## config.mk

```make
export PLATFORM = sky130hd
export DESIGN_NAME = fcsr_unit
export DESIGN_NICKNAME = d
export VERILOG_FILES = /design/src/rtl/fcsr_pkg.sv /design/src/rtl/fcsr_decode.sv /design/src/rtl/fcsr_view.sv /design/src/rtl/fcsr_unit.sv
export SDC_FILE = /design/constraint.sdc
export NUM_CORES = 1
export LEC_CHECK = 0
export BUFFER_PORTS_ARGS = -buffer_cell sky130_fd_sc_hd__buf_2
export CELL_PAD_IN_SITES_DETAIL_PLACEMENT = 0
export CELL_PAD_IN_SITES_GLOBAL_PLACEMENT = 1
export CORE_MARGIN = 1.5
export CORE_UTILIZATION = 20
export CTS_CLUSTER_DIAMETER = 200
export CTS_CLUSTER_SIZE = 30
export DETAILED_ROUTE_END_ITERATION = 8
export PLACE_DENSITY = 0.78
export SYNTH_ARGS = -nofsm -noshare
export SYNTH_HDL_FRONTEND = slang
export SYNTH_SLANG_ARGS = --single-unit
export TNS_END_PERCENT = 20
```

## constraint.sdc

```tcl
create_clock -name clk -period 1.8 [get_ports clk]
set_clock_uncertainty 0.2 [all_clocks]
set_input_delay 0.36 -clock clk [delete_from_list [all_inputs] [get_ports clk]]
set_output_delay 0.36 -clock clk [all_outputs]
set_load 0.01 [all_outputs]
```

## src/rtl/fcsr_pkg.sv

```systemverilog
package fcsr_pkg;
  localparam int FLAG_W = 5;
  localparam int MODE_W = 3;
  localparam int STATE_W = FLAG_W + MODE_W;
  localparam int ADDR_W = 12;

  typedef enum logic [1:0] {
    OP_NONE  = 2'd0,
    OP_WRITE = 2'd1,
    OP_SET   = 2'd2,
    OP_CLEAR = 2'd3
  } fcsr_op_e;

  typedef enum logic [1:0] {
    VIEW_NONE = 2'd0,
    VIEW_FLAG = 2'd1,
    VIEW_MODE = 2'd2,
    VIEW_ALL  = 2'd3
  } fcsr_view_e;

  function automatic logic [STATE_W-1:0] apply_op(
    input fcsr_op_e op, input logic [STATE_W-1:0] cur, input logic [STATE_W-1:0] arg);
    case (op)
      OP_WRITE: apply_op = arg;
      OP_SET:   apply_op = cur | arg;
      OP_CLEAR: apply_op = cur & ~arg;
      default:  apply_op = cur;
    endcase
  endfunction
endpackage

```

## src/rtl/fcsr_decode.sv

```systemverilog
module fcsr_decode
  import fcsr_pkg::*;
#(
  parameter logic [ADDR_W-1:0] FLAG_ADDR = 12'h001,
  parameter logic [ADDR_W-1:0] MODE_ADDR = 12'h002,
  parameter logic [ADDR_W-1:0] ALL_ADDR  = 12'h003
) (
  input  logic              en,
  input  logic [ADDR_W-1:0] addr,
  output fcsr_view_e        view
);
  always_comb begin
    view = VIEW_NONE;
    if (en) begin
      if (addr == FLAG_ADDR)      view = VIEW_FLAG;
      else if (addr == MODE_ADDR) view = VIEW_MODE;
      else if (addr == ALL_ADDR)  view = VIEW_ALL;
    end
  end
endmodule

```

## src/rtl/fcsr_view.sv

```systemverilog
module fcsr_view
  import fcsr_pkg::*;
#(
  parameter int DATA_W = 32
) (
  input  fcsr_view_e         view,
  input  logic [STATE_W-1:0] state,
  input  logic [DATA_W-1:0]  wdata,
  output logic [DATA_W-1:0]  rdata,
  output logic [STATE_W-1:0] field_mask,
  output logic [STATE_W-1:0] arg
);
  localparam logic [STATE_W-1:0] FLAG_MASK = STATE_W'((1 << FLAG_W) - 1);
  localparam logic [STATE_W-1:0] MODE_MASK = ~FLAG_MASK;

  always_comb begin
    rdata = '0;
    field_mask = '0;
    arg = '0;
    case (view)
      VIEW_FLAG: begin
        rdata = DATA_W'(state[FLAG_W-1:0]);
        field_mask = FLAG_MASK;
        arg = STATE_W'(wdata[FLAG_W-1:0]);
      end
      VIEW_MODE: begin
        rdata = DATA_W'(state[STATE_W-1:FLAG_W]);
        field_mask = MODE_MASK;
        arg = {wdata[MODE_W-1:0], {FLAG_W{1'b0}}};
      end
      VIEW_ALL: begin
        rdata = DATA_W'(state);
        field_mask = '1;
        arg = wdata[STATE_W-1:0];
      end
      default: ;
    endcase
  end
endmodule

```

## src/rtl/fcsr_unit.sv

```systemverilog
module fcsr_unit
  import fcsr_pkg::*;
#(
  parameter int DATA_W = 32
) (
  input  logic              clk,
  input  logic              rst_n,
  input  logic              acc_en,
  input  logic [ADDR_W-1:0] acc_addr,
  input  logic [1:0]        acc_op,
  input  logic [DATA_W-1:0] wr_data,
  output logic [DATA_W-1:0] rd_data,
  input  logic [FLAG_W-1:0] accrue,
  output logic [MODE_W-1:0] frm,
  output logic [FLAG_W-1:0] fflags
);
  logic [STATE_W-1:0] state_q, state_d, field_mask, arg, sw_val;
  fcsr_view_e view;
  fcsr_op_e   op;
  logic       upd_en;

  assign op = fcsr_op_e'(acc_op);

  fcsr_decode i_dec (.en(acc_en), .addr(acc_addr), .view(view));

  fcsr_view #(.DATA_W(DATA_W)) i_view (
    .view(view), .state(state_q), .wdata(wr_data),
    .rdata(rd_data), .field_mask(field_mask), .arg(arg));

  always_comb begin
    sw_val = (state_q & ~field_mask) |
             (apply_op(op, state_q, arg) & field_mask);
    state_d = sw_val | STATE_W'(accrue);
    upd_en  = (view != VIEW_NONE && op != OP_NONE) || (accrue != '0);
  end

  always_ff @(posedge clk or negedge rst_n) begin
    if (!rst_n)      state_q <= '0;
    else if (upd_en) state_q <= state_d;
  end

  assign fflags = state_q[FLAG_W-1:0];
  assign frm    = state_q[STATE_W-1:FLAG_W];

  // Flags are sticky: an accrued bit is set after the edge
  assert_accrue_sticky_R8: assert property (@(posedge clk) disable iff (!rst_n)
    (accrue != '0) |=> ((fflags & $past(accrue)) == $past(accrue)));

  // Without an access, a flag never falls
  assert_flags_hold_R8: assert property (@(posedge clk) disable iff (!rst_n)
    !acc_en |=> ((fflags & $past(fflags)) == $past(fflags)));

  // Mode only changes through the mode or combined view
  assert_mode_guard_R5: assert property (@(posedge clk) disable iff (!rst_n)
    !(acc_en && (acc_addr == 12'h002 || acc_addr == 12'h003)) |=> $stable(frm));

  // Unmapped address reads zero
  assert_unmapped_zero_R7: assert property (@(posedge clk) disable iff (!rst_n)
    (acc_en && acc_addr > 12'h003) |-> rd_data == '0);

  // Read data never wider than the state
  assert_rd_width_R3: assert property (@(posedge clk) disable iff (!rst_n)
    rd_data[DATA_W-1:STATE_W] == '0);
endmodule

```

# After elaboration in Yosys (flattened, before gate mapping)
# Index checks and enable logic that the tools add are counted.
# word_totals
ff_bits	8
latchBits	0
ram_bits	0
rom_bits	0
in_bits	54
memories	0
# op_classes
n_addsub	0
n_mul	0
n_div	0
n_lt_le_gt_ge	0
eq_ne	9
n_shift	0
muxes	8
bitwise	8
n_reduce_logical	5
# op_table
operator	count
8-bit one-hot mux with 3 select lines	4
8-bit AND	3
12-bit by 2-bit equality test with 1-bit output (second input constant)	2
8-bit NOT	2
8-bit bitwise OR	2
12-bit by 1-bit equality test with 1-bit output (second input constant)	1
2-bit equality test (second input constant)	4
2-bit two-way mux	4
8-bit by 5-bit bitwise OR with 8-bit output	1
5-bit nonzero test	1
2-bit by 1-bit equality test with 1-bit output (second input constant)	2
2-bit nonzero test	2
1-bit logical AND	1
1-bit logical OR	1

# Logic depth before layout (Yosys ltp)
# Gate-level depths: netlist of run 1.
# logic_depth
ltp_word	13
depth_mapped	5

# Modules after synthesis
# Synthesis of run 1 repeated with hierarchy kept, for this count alone.
# unflattened
hier_cells	118
hier_area_um2	968.4
# by_module_without_submodules
mod	instances	cells_per_inst	area_each_um2	seq_area_each_um2
fcsr_unit	1	56	513.0	200.2
fcsr_view	1	55	410.4	0.0
fcsr_decode	1	7	45.0	0.0

# Least setup slack after synthesis of run 1
# No wires, ideal clock.
# synth_path
kind	input-to-output
startpoint	input acc_addr[3]
endpoint	output rd_data[5]
arrival_ps	1393
path_slack_ps	-153
cell_stages	5
path_buffers	1
cell_sequence	nor4b_4 > and4b_1 > buf_4 > and3_1 > and2_1
# synth_between
elab_chain_cells	7
word_cells_on_any_way	11
cone_classes	eq/ne (6); mux (5)
# synth_rtl
item	line	source
from (decl)	fcsr_unit.sv:9	input logic [ADDR_W-1:0] acc_addr,
12-bit by 2-bit equality test with 1-bit output	fcsr_decode.sv:17	else if (addr == ALL_ADDR) view = VIEW_ALL;
2-bit two-way mux	fcsr_decode.sv:17	
2-bit two-way mux	fcsr_decode.sv:16	else if (addr == MODE_ADDR) view = VIEW_MODE;
2-bit two-way mux (*)	fcsr_decode.sv:15	if (addr == FLAG_ADDR) view = VIEW_FLAG;
2-bit two-way mux (*)	fcsr_decode.sv:14	if (en) begin
2-bit equality test or 2-bit by 1-bit equality test with 1-bit output (tied branches)	fcsr_view.sv:20	case (view)
8-bit one-hot mux with 3 select lines (*)	fcsr_view.sv:20	
to (decl)	fcsr_unit.sv:12	output logic [DATA_W-1:0] rd_data,
# Mark *: on every way between the ends. The rest lies on a longest branch, timed or not.

# Worst setup path after layout of run 1
# layout_path
startpoint	input acc_addr[3]
endpoint	output rd_data[6]
# The elaborated chain is that of the path after synthesis.

==> Flow_metrics.wiki, run 1 <==
{| class="wikitable"
! Metric !! Value
|-
| Outcome || complete, but fails checks
|-
| Failing checks || setup timing
|-
| Detail Placement HPWL || 1.87 mm
|-
| Avg Cell Area, Syn || 8.94 µm²
|-
| Accumulated negative setup slack || -1.19 ns
|-
| Layout overhead on the synthesized area || 38.9%
|-
| Worst reg2reg path depth || 2
|-
| Share of the synthesized area in the top cell type || 0.233
|-
| Final nets || 202
|-
| Area after DPL || 1100 µm²
|-
| Count of mapped cells out of synthesis || 96
|-
| Detailed Route WL || 2.21 mm
|-
| Final Hold Fails || 0
|-
| Path type of the worst setup path || input port to output pin
|-
| Clock tree root driver cell || clkbuf_8
|-
| Leak pwr || 0.578 nW
|-
| Number of detailed-route iterations in the first pass || 4
|-
| Cell taking the most area after synthesis || dfrtp_1
|-
| Number of design rule violations left after detail routing || 0
|-
| Leading post-synthesis cells by cell area || dfrtp_1 (23%), buf_4 (22%), xnor2_1 (5.1%)
|-
| Number of instances on the worst hold path || 2
|-
| Aggregate global-route resource usage || 0.0945
|-
| Final period demand of the worst path || 1.99 ns
|-
| Max clock buf depth || 2
|-
| Final Worst Setup Slack || -0.194 ns
|-
| RSZ-0062 raised after global routing || true
|-
| Placed Cells incl. Taps || 192
|-
| Largest net degree at the start of global routing || 17
|-
| Routed met2 length || 1.11 mm
|-
| Maximum capacitance violations || 0
|-
| Antenna fix cells || 0
|-
| Clock sink count || 8
|-
| Seq/Total Area, Yosys || 0.233
|-
| Critical path fanouts, max || 3
|-
| Synthesis-stage register bit count || 8
|-
| Startpoint of the tightest hold check path || accrue[1]
|-
| Total Die Area || 4690 µm²
|-
| Final worst-path cycle share || 1.11
|-
| Ratio of routed vias to standard cells || 4.19
|-
| Routed met1 length || 912 µm
|-
| Startpoint type of the worst setup path || input port
|-
| Number of buffers inserted during clock tree synthesis || 3
|-
| Count of distinct cell types in the synthesized netlist || 28
|-
| Top-Level Pins || 94
|-
| Async SR Flop Fraction || 1.00
|-
| Final standard cell count with taps included and fillers excluded || 196
|-
| Via count of the first global-routing pass || 792
|-
| Last weighted congestion value of the routability-driven placer || 0.755
|-
| Peak clock frequency supported by timing || 502 MHz
|-
| Top sig layer || met3
|-
| Final setup fails || 8
|-
| Arrival @ worst endpoint || 1.43 ns
|-
| Floorplan core area || 4060 µm²
|-
| Max VDD drop || 154 µV
|-
| Clock-pin transition on the worst setup and hold timing paths || 0.04 ns
|-
| Reg2reg setup slack || 0.75 ns
|-
| Crit path from || acc_addr[3]
|-
| Routed length on met3 || 190 µm
|-
| Aggregate global routing overflow || 0
|-
| Number of synthesis warnings || 0
|-
| H-tree depth || 1
|-
| Hold Slack || 0.115 ns
|-
| Starting density of the core || 0.212
|-
| Main flop type after synthesis || dfrtp_1
|-
| Number of vias after detailed routing || 821
|-
| Finished Cell Area || 1190 µm²
|-
| Power density of the placed cells || 444 nW/µm²
|-
| Antenna Violating Nets Remaining || 0
|-
| Clock tree from TritonCTS || done
|-
| Share of layout cells above drive strength 1 || 0.445
|-
| Total chip power || 0.529 mW
|-
| Type of the most critical hold path || input port to register
|-
| Utilization after layout || 0.294
|-
| Global-route wire length before repair || 3.35 mm
|-
| Post-Place Worst Slack || -0.256 ns
|-
| Synth Cell Area || 858 µm²
|-
| Number of buffers added on ports || 45
|-
| Number of antenna violations at the first check in global routing || 0
|-
| Worst-Skew Late Latency || 0.22 ns
|-
| Hold endpoint || state_q[1]
|-
| Count of flip-flops with a built-in enable after synthesis || 0
|-
| Number of pins exceeding their max-slew limit in the final report || 0
|-
| Die Y-Extent || 68.5 µm
|-
| Wire per inst || 11.3 µm
|-
| Critical Path RT || 1.24 ns
|-
| Crit end category || output pin
|-
| Starting DRC count in detailed routing || 41
|-
| FF-to-FF End || state_q[0]
|-
| Die Span X || 68.5 µm
|-
| Standard-cell row count || 23
|-
| Reg-to-reg critical path startpoint || state_q[0]
|}
worst max-delay path: stages:
cell and delay [ns]:
buf_6 0.09, nor4b_4 0.28, and4b_1 0.27, and3_4 0.21
and2_4 0.14, buf_6 0.09
worst max-delay path by stage:
stage	endpoint	slack [ns]	depth (start not counted)
detailed placement	rd_data[6]	-0.26	6
global route	rd_data[5]	-0.26	6
finish	rd_data[6]	-0.19	6
CTS	rd_data[6]	-0.22	6
global placement	rd_data[6]	-0.24	6
floorplan	rd_data[5]	-0.15	5
cells in the final DEF (no fill, tap or decap), drive strengths merged, types with 4 or more instances in the layout:
master	netlist	routed
a31oi	6	6
and2	4	4
buf	27	53
conb	1	24
dfrtp	8	8
nand4	4	4
nor2	4	4
xnor2	5	5
cell families (layout without fill, tap and decap cells):
logic type      Yosys count  after routing  synth area share
simple gates             27             27             0.232
mux                       3              3            0.0394
xor+xnor                  5              5            0.0510
flops                     8              8             0.233
buf+inv                  30             57             0.242
other cells               1             24           0.00437
compound gates           22             22             0.198
layer usage:
metal	vias to the layer above	GRT usage
met5	-	0
met4	0	0.0450
met3	0	0.0130
met2	42	0.165
met1	370	0.114
li1	409	-
cells in the mapped netlist (4+ instances only):
| cell | number |
|---|---|
| a31oi_1 | 6 |
| and2_1 | 4 |
| buf_4 | 25 |
| dfrtp_1 | 8 |
| nand4_1 | 4 |
| nor2_1 | 4 |
| xnor2_1 | 5 |
timing repair:
| action | in CTS | in global routing |
|---|---|---|
| pin swaps | 8 | 4 |
| setup endpoints to repair | 8 | 8 |
| endpoints found under the hold margin | 8 | 0 |
| resized for setup | 6 | 1 |
| hold buffers | 1 | 0 |
| buffers inserted | 0 | 0 |
area by class of cell:
cell class	instances	area (µm²)
timing repair buffer	54	339
clock buffer	3	41.3
tap	50	62.6
fill	448	2870
multi-input combinational	81	549
sequential	8	200
where the power goes:
group,switching [mW],leakage [nW],internal [mW],total (mW)
Clock,0.0685,0.0216,0.145,0.213
Sequential,0.000493,0.0856,0.181,0.182
Combinational,0.0742,0.470,0.0603,0.134
Total,0.143,0.578,0.386,0.529
(Power assumes the default switching activity.)
==> inputs of run 2 (changes only) <==
--- a/config.mk
+++ b/config.mk
@@ -14,6 +14,7 @@
 export CTS_CLUSTER_SIZE = 30
 export DETAILED_ROUTE_END_ITERATION = 8
 export PLACE_DENSITY = 0.78
+export SETUP_SLACK_MARGIN = 0.3
 export SYNTH_ARGS = -nofsm -noshare
 export SYNTH_HDL_FRONTEND = slang
 export SYNTH_SLANG_ARGS = --single-unit
==> Flow_metrics.wiki, run 2 (synthesis gave the netlist of run 1 again) <==
{| class="wikitable"
! Metric !! Value
|-
| Outcome || complete, but fails checks
|-
| Failing checks || setup timing
|-
| Floorplan core area || 4060 µm²
|-
| Detailed Route WL || 2.25 mm
|-
| Leading cell type in the layout, fill and taps excluded || buf_2
|-
| Last weighted congestion value of the routability-driven placer || 0.755
|-
| Total chip power || 0.530 mW
|-
| Number of design rule violations left after detail routing || 0
|-
| Worst reg2reg path depth || 2
|-
| Number of pins exceeding their max-slew limit in the final report || 0
|-
| Die Y-Extent || 68.5 µm
|-
| Final nets || 202
|-
| Layout overhead on the synthesized area || 41.8%
|-
| Power dissipated by switching net loads || 0.144 mW
|-
| Final Worst Setup Slack || -0.195 ns
|-
| Ratio of routed vias to standard cells || 4.19
|-
| Antenna Violating Nets Remaining || 0
|-
| Sequential fraction of design power || 0.342
|-
| Max clock buf depth || 2
|-
| H-tree depth || 1
|-
| Share of layout cells above drive strength 1 || 0.473
|-
| Reg-to-reg critical path startpoint || state_q[0]
|-
| Final period demand of the worst path || 1.99 ns
|-
| Peak clock frequency supported by timing || 501 MHz
|-
| Startpoint of the tightest hold check path || accrue[1]
|-
| Final Hold Fails || 0
|-
| Number of antenna violations at the first check in global routing || 0
|-
| Antenna fix cells || 0
|-
| Aggregate global routing overflow || 0
|-
| Crit end category || output pin
|-
| Type of the most critical hold path || input port to register
|-
| Top-Level Pins || 94
|-
| Number of vias after detailed routing || 821
|-
| Largest net degree at the start of global routing || 17
|-
| Relative contribution of the clock network to total power || 0.399
|-
| RSZ-0062 raised after global routing || true
|-
| Path type of the worst setup path || input port to output pin
|-
| Detail Placement HPWL || 1.87 mm
|-
| Startpoint type of the worst setup path || input port
|-
| Final setup fails || 8
|-
| Final worst-path cycle share || 1.11
|-
| Number of buffers inserted during clock tree synthesis || 3
|-
| Starting DRC count in detailed routing || 35
|-
| Number of buffers added on ports || 45
|-
| Total Die Area || 4690 µm²
|-
| Wire per inst || 11.5 µm
|-
| Area after DPL || 1100 µm²
|-
| Leak pwr || 0.582 nW
|-
| Clock tree root driver cell || clkbuf_8
|-
| Hold endpoint || state_q[1]
|-
| Standard-cell row count || 23
|-
| Clock sink count || 8
|-
| Finished Cell Area || 1220 µm²
|-
| Clock-pin transition on the worst setup and hold timing paths || 0.04 ns
|-
| Number of detailed-route iterations in the first pass || 4
|-
| Utilization after layout || 0.300
|-
| Critical Path RT || 1.24 ns
|-
| Die Span X || 68.5 µm
|-
| Starting density of the core || 0.212
|-
| Filler Cells Inserted || 447
|-
| Top library cells by usage in the layout, fill and taps aside || buf_2 (38), conb_1 (24), dfrtp_1 (8), buf_4 (8), buf_6 (7)
|-
| Arrival @ worst endpoint || 1.43 ns
|-
| Worst-Skew Late Latency || 0.22 ns
|-
| Via count of the first global-routing pass || 805
|-
| Aggregate global-route resource usage || 0.0969
|-
| Reg2reg setup slack || 0.75 ns
|-
| Maximum capacitance violations || 0
|-
| Power density of the placed cells || 436 nW/µm²
|-
| Clock tree from TritonCTS || done
|-
| Global-route wire length before repair || 3.44 mm
|-
| Relative contribution of combinational cells to total power || 0.258
|-
| Internal power contribution || 0.386 mW
|-
| Number of instances on the worst hold path || 2
|-
| Critical path fanouts, max || 3
|-
| Max VDD drop || 155 µV
|-
| Net switching fraction of the power || 0.272
|-
| FF-to-FF End || state_q[0]
|}
## run 2: per-layer routing
metal / wire length [µm] / global-route usage / share of wire
met5: 0 / 0 / 0
met4: 8 / 0.0450 / 0.0036
met3: 176 / 0.0130 / 0.078
met2: 1130 / 0.166 / 0.50
met1: 930 / 0.120 / 0.41
## run 2: cell type report
cell class              count  area [µm²]  share of cell area
clock buffers               3        41.3              0.0339
flip-flops and latches      8         200               0.164
well taps                  50        62.6              0.0514
multi-input cells          81         574               0.472
repair buffers             54         339               0.279
## run 2: critical path, cell delays in order
cell,delay [ns]
buf_6,0.09
nor4b_4,0.28
and4b_1,0.27
and3_4,0.21
and2_4,0.14
buf_6,0.09
## run 2: worst max-delay path by stage
stage                startpoint          to  slack [ns]  depth (start not counted)
finish              acc_addr[3]  rd_data[6]       -0.19                          6
global route        acc_addr[5]  rd_data[5]       -0.26                          6
CTS                 acc_addr[3]  rd_data[6]       -0.22                          6
detailed placement  acc_addr[8]  rd_data[6]       -0.26                          6
global placement    acc_addr[8]  rd_data[6]       -0.24                          6
floorplan           acc_addr[8]  rd_data[5]       -0.15                          5
## run 2: power by group through the flow
stage                     registers [mW]  logic [mW]  clock network, mW
after floorplan                    0.184       0.108                  0
after global placement             0.184       0.126                  0
after detailed placement           0.184       0.127                  0
after CTS                          0.181       0.135              0.225
after global routing               0.181       0.151              0.233
final                              0.182       0.137              0.212
## run 2: what timing repair did
item / CTS / global route
hold buffers: 1 / 0
gates resized for setup: 10 / 1
cloned: 0 / 0
pin swaps: 11 / 8
endpoints found under the setup margin: 16 / 16
setup buffers: 0 / 0
hold endpoints to repair: 8 / 0
## run 2: metrics by stage
stage | setup TNS (ns) | setup WS, ns | hold slack [ns] | cells
4_1_cts | -1.37 | -0.223 | 0.110 | 196
2_1_floorplan | -0.481 | -0.147 | -0.136 | 119
3_5_place_dp | -2.22 | -0.256 | 0.0170 | 192
5_1_grt | -1.73 | -0.261 | 0.114 | 196
3_3_place_gp | -2.02 | -0.238 | 0.0138 | 192
6_report | -1.21 | -0.195 | 0.114 | 196
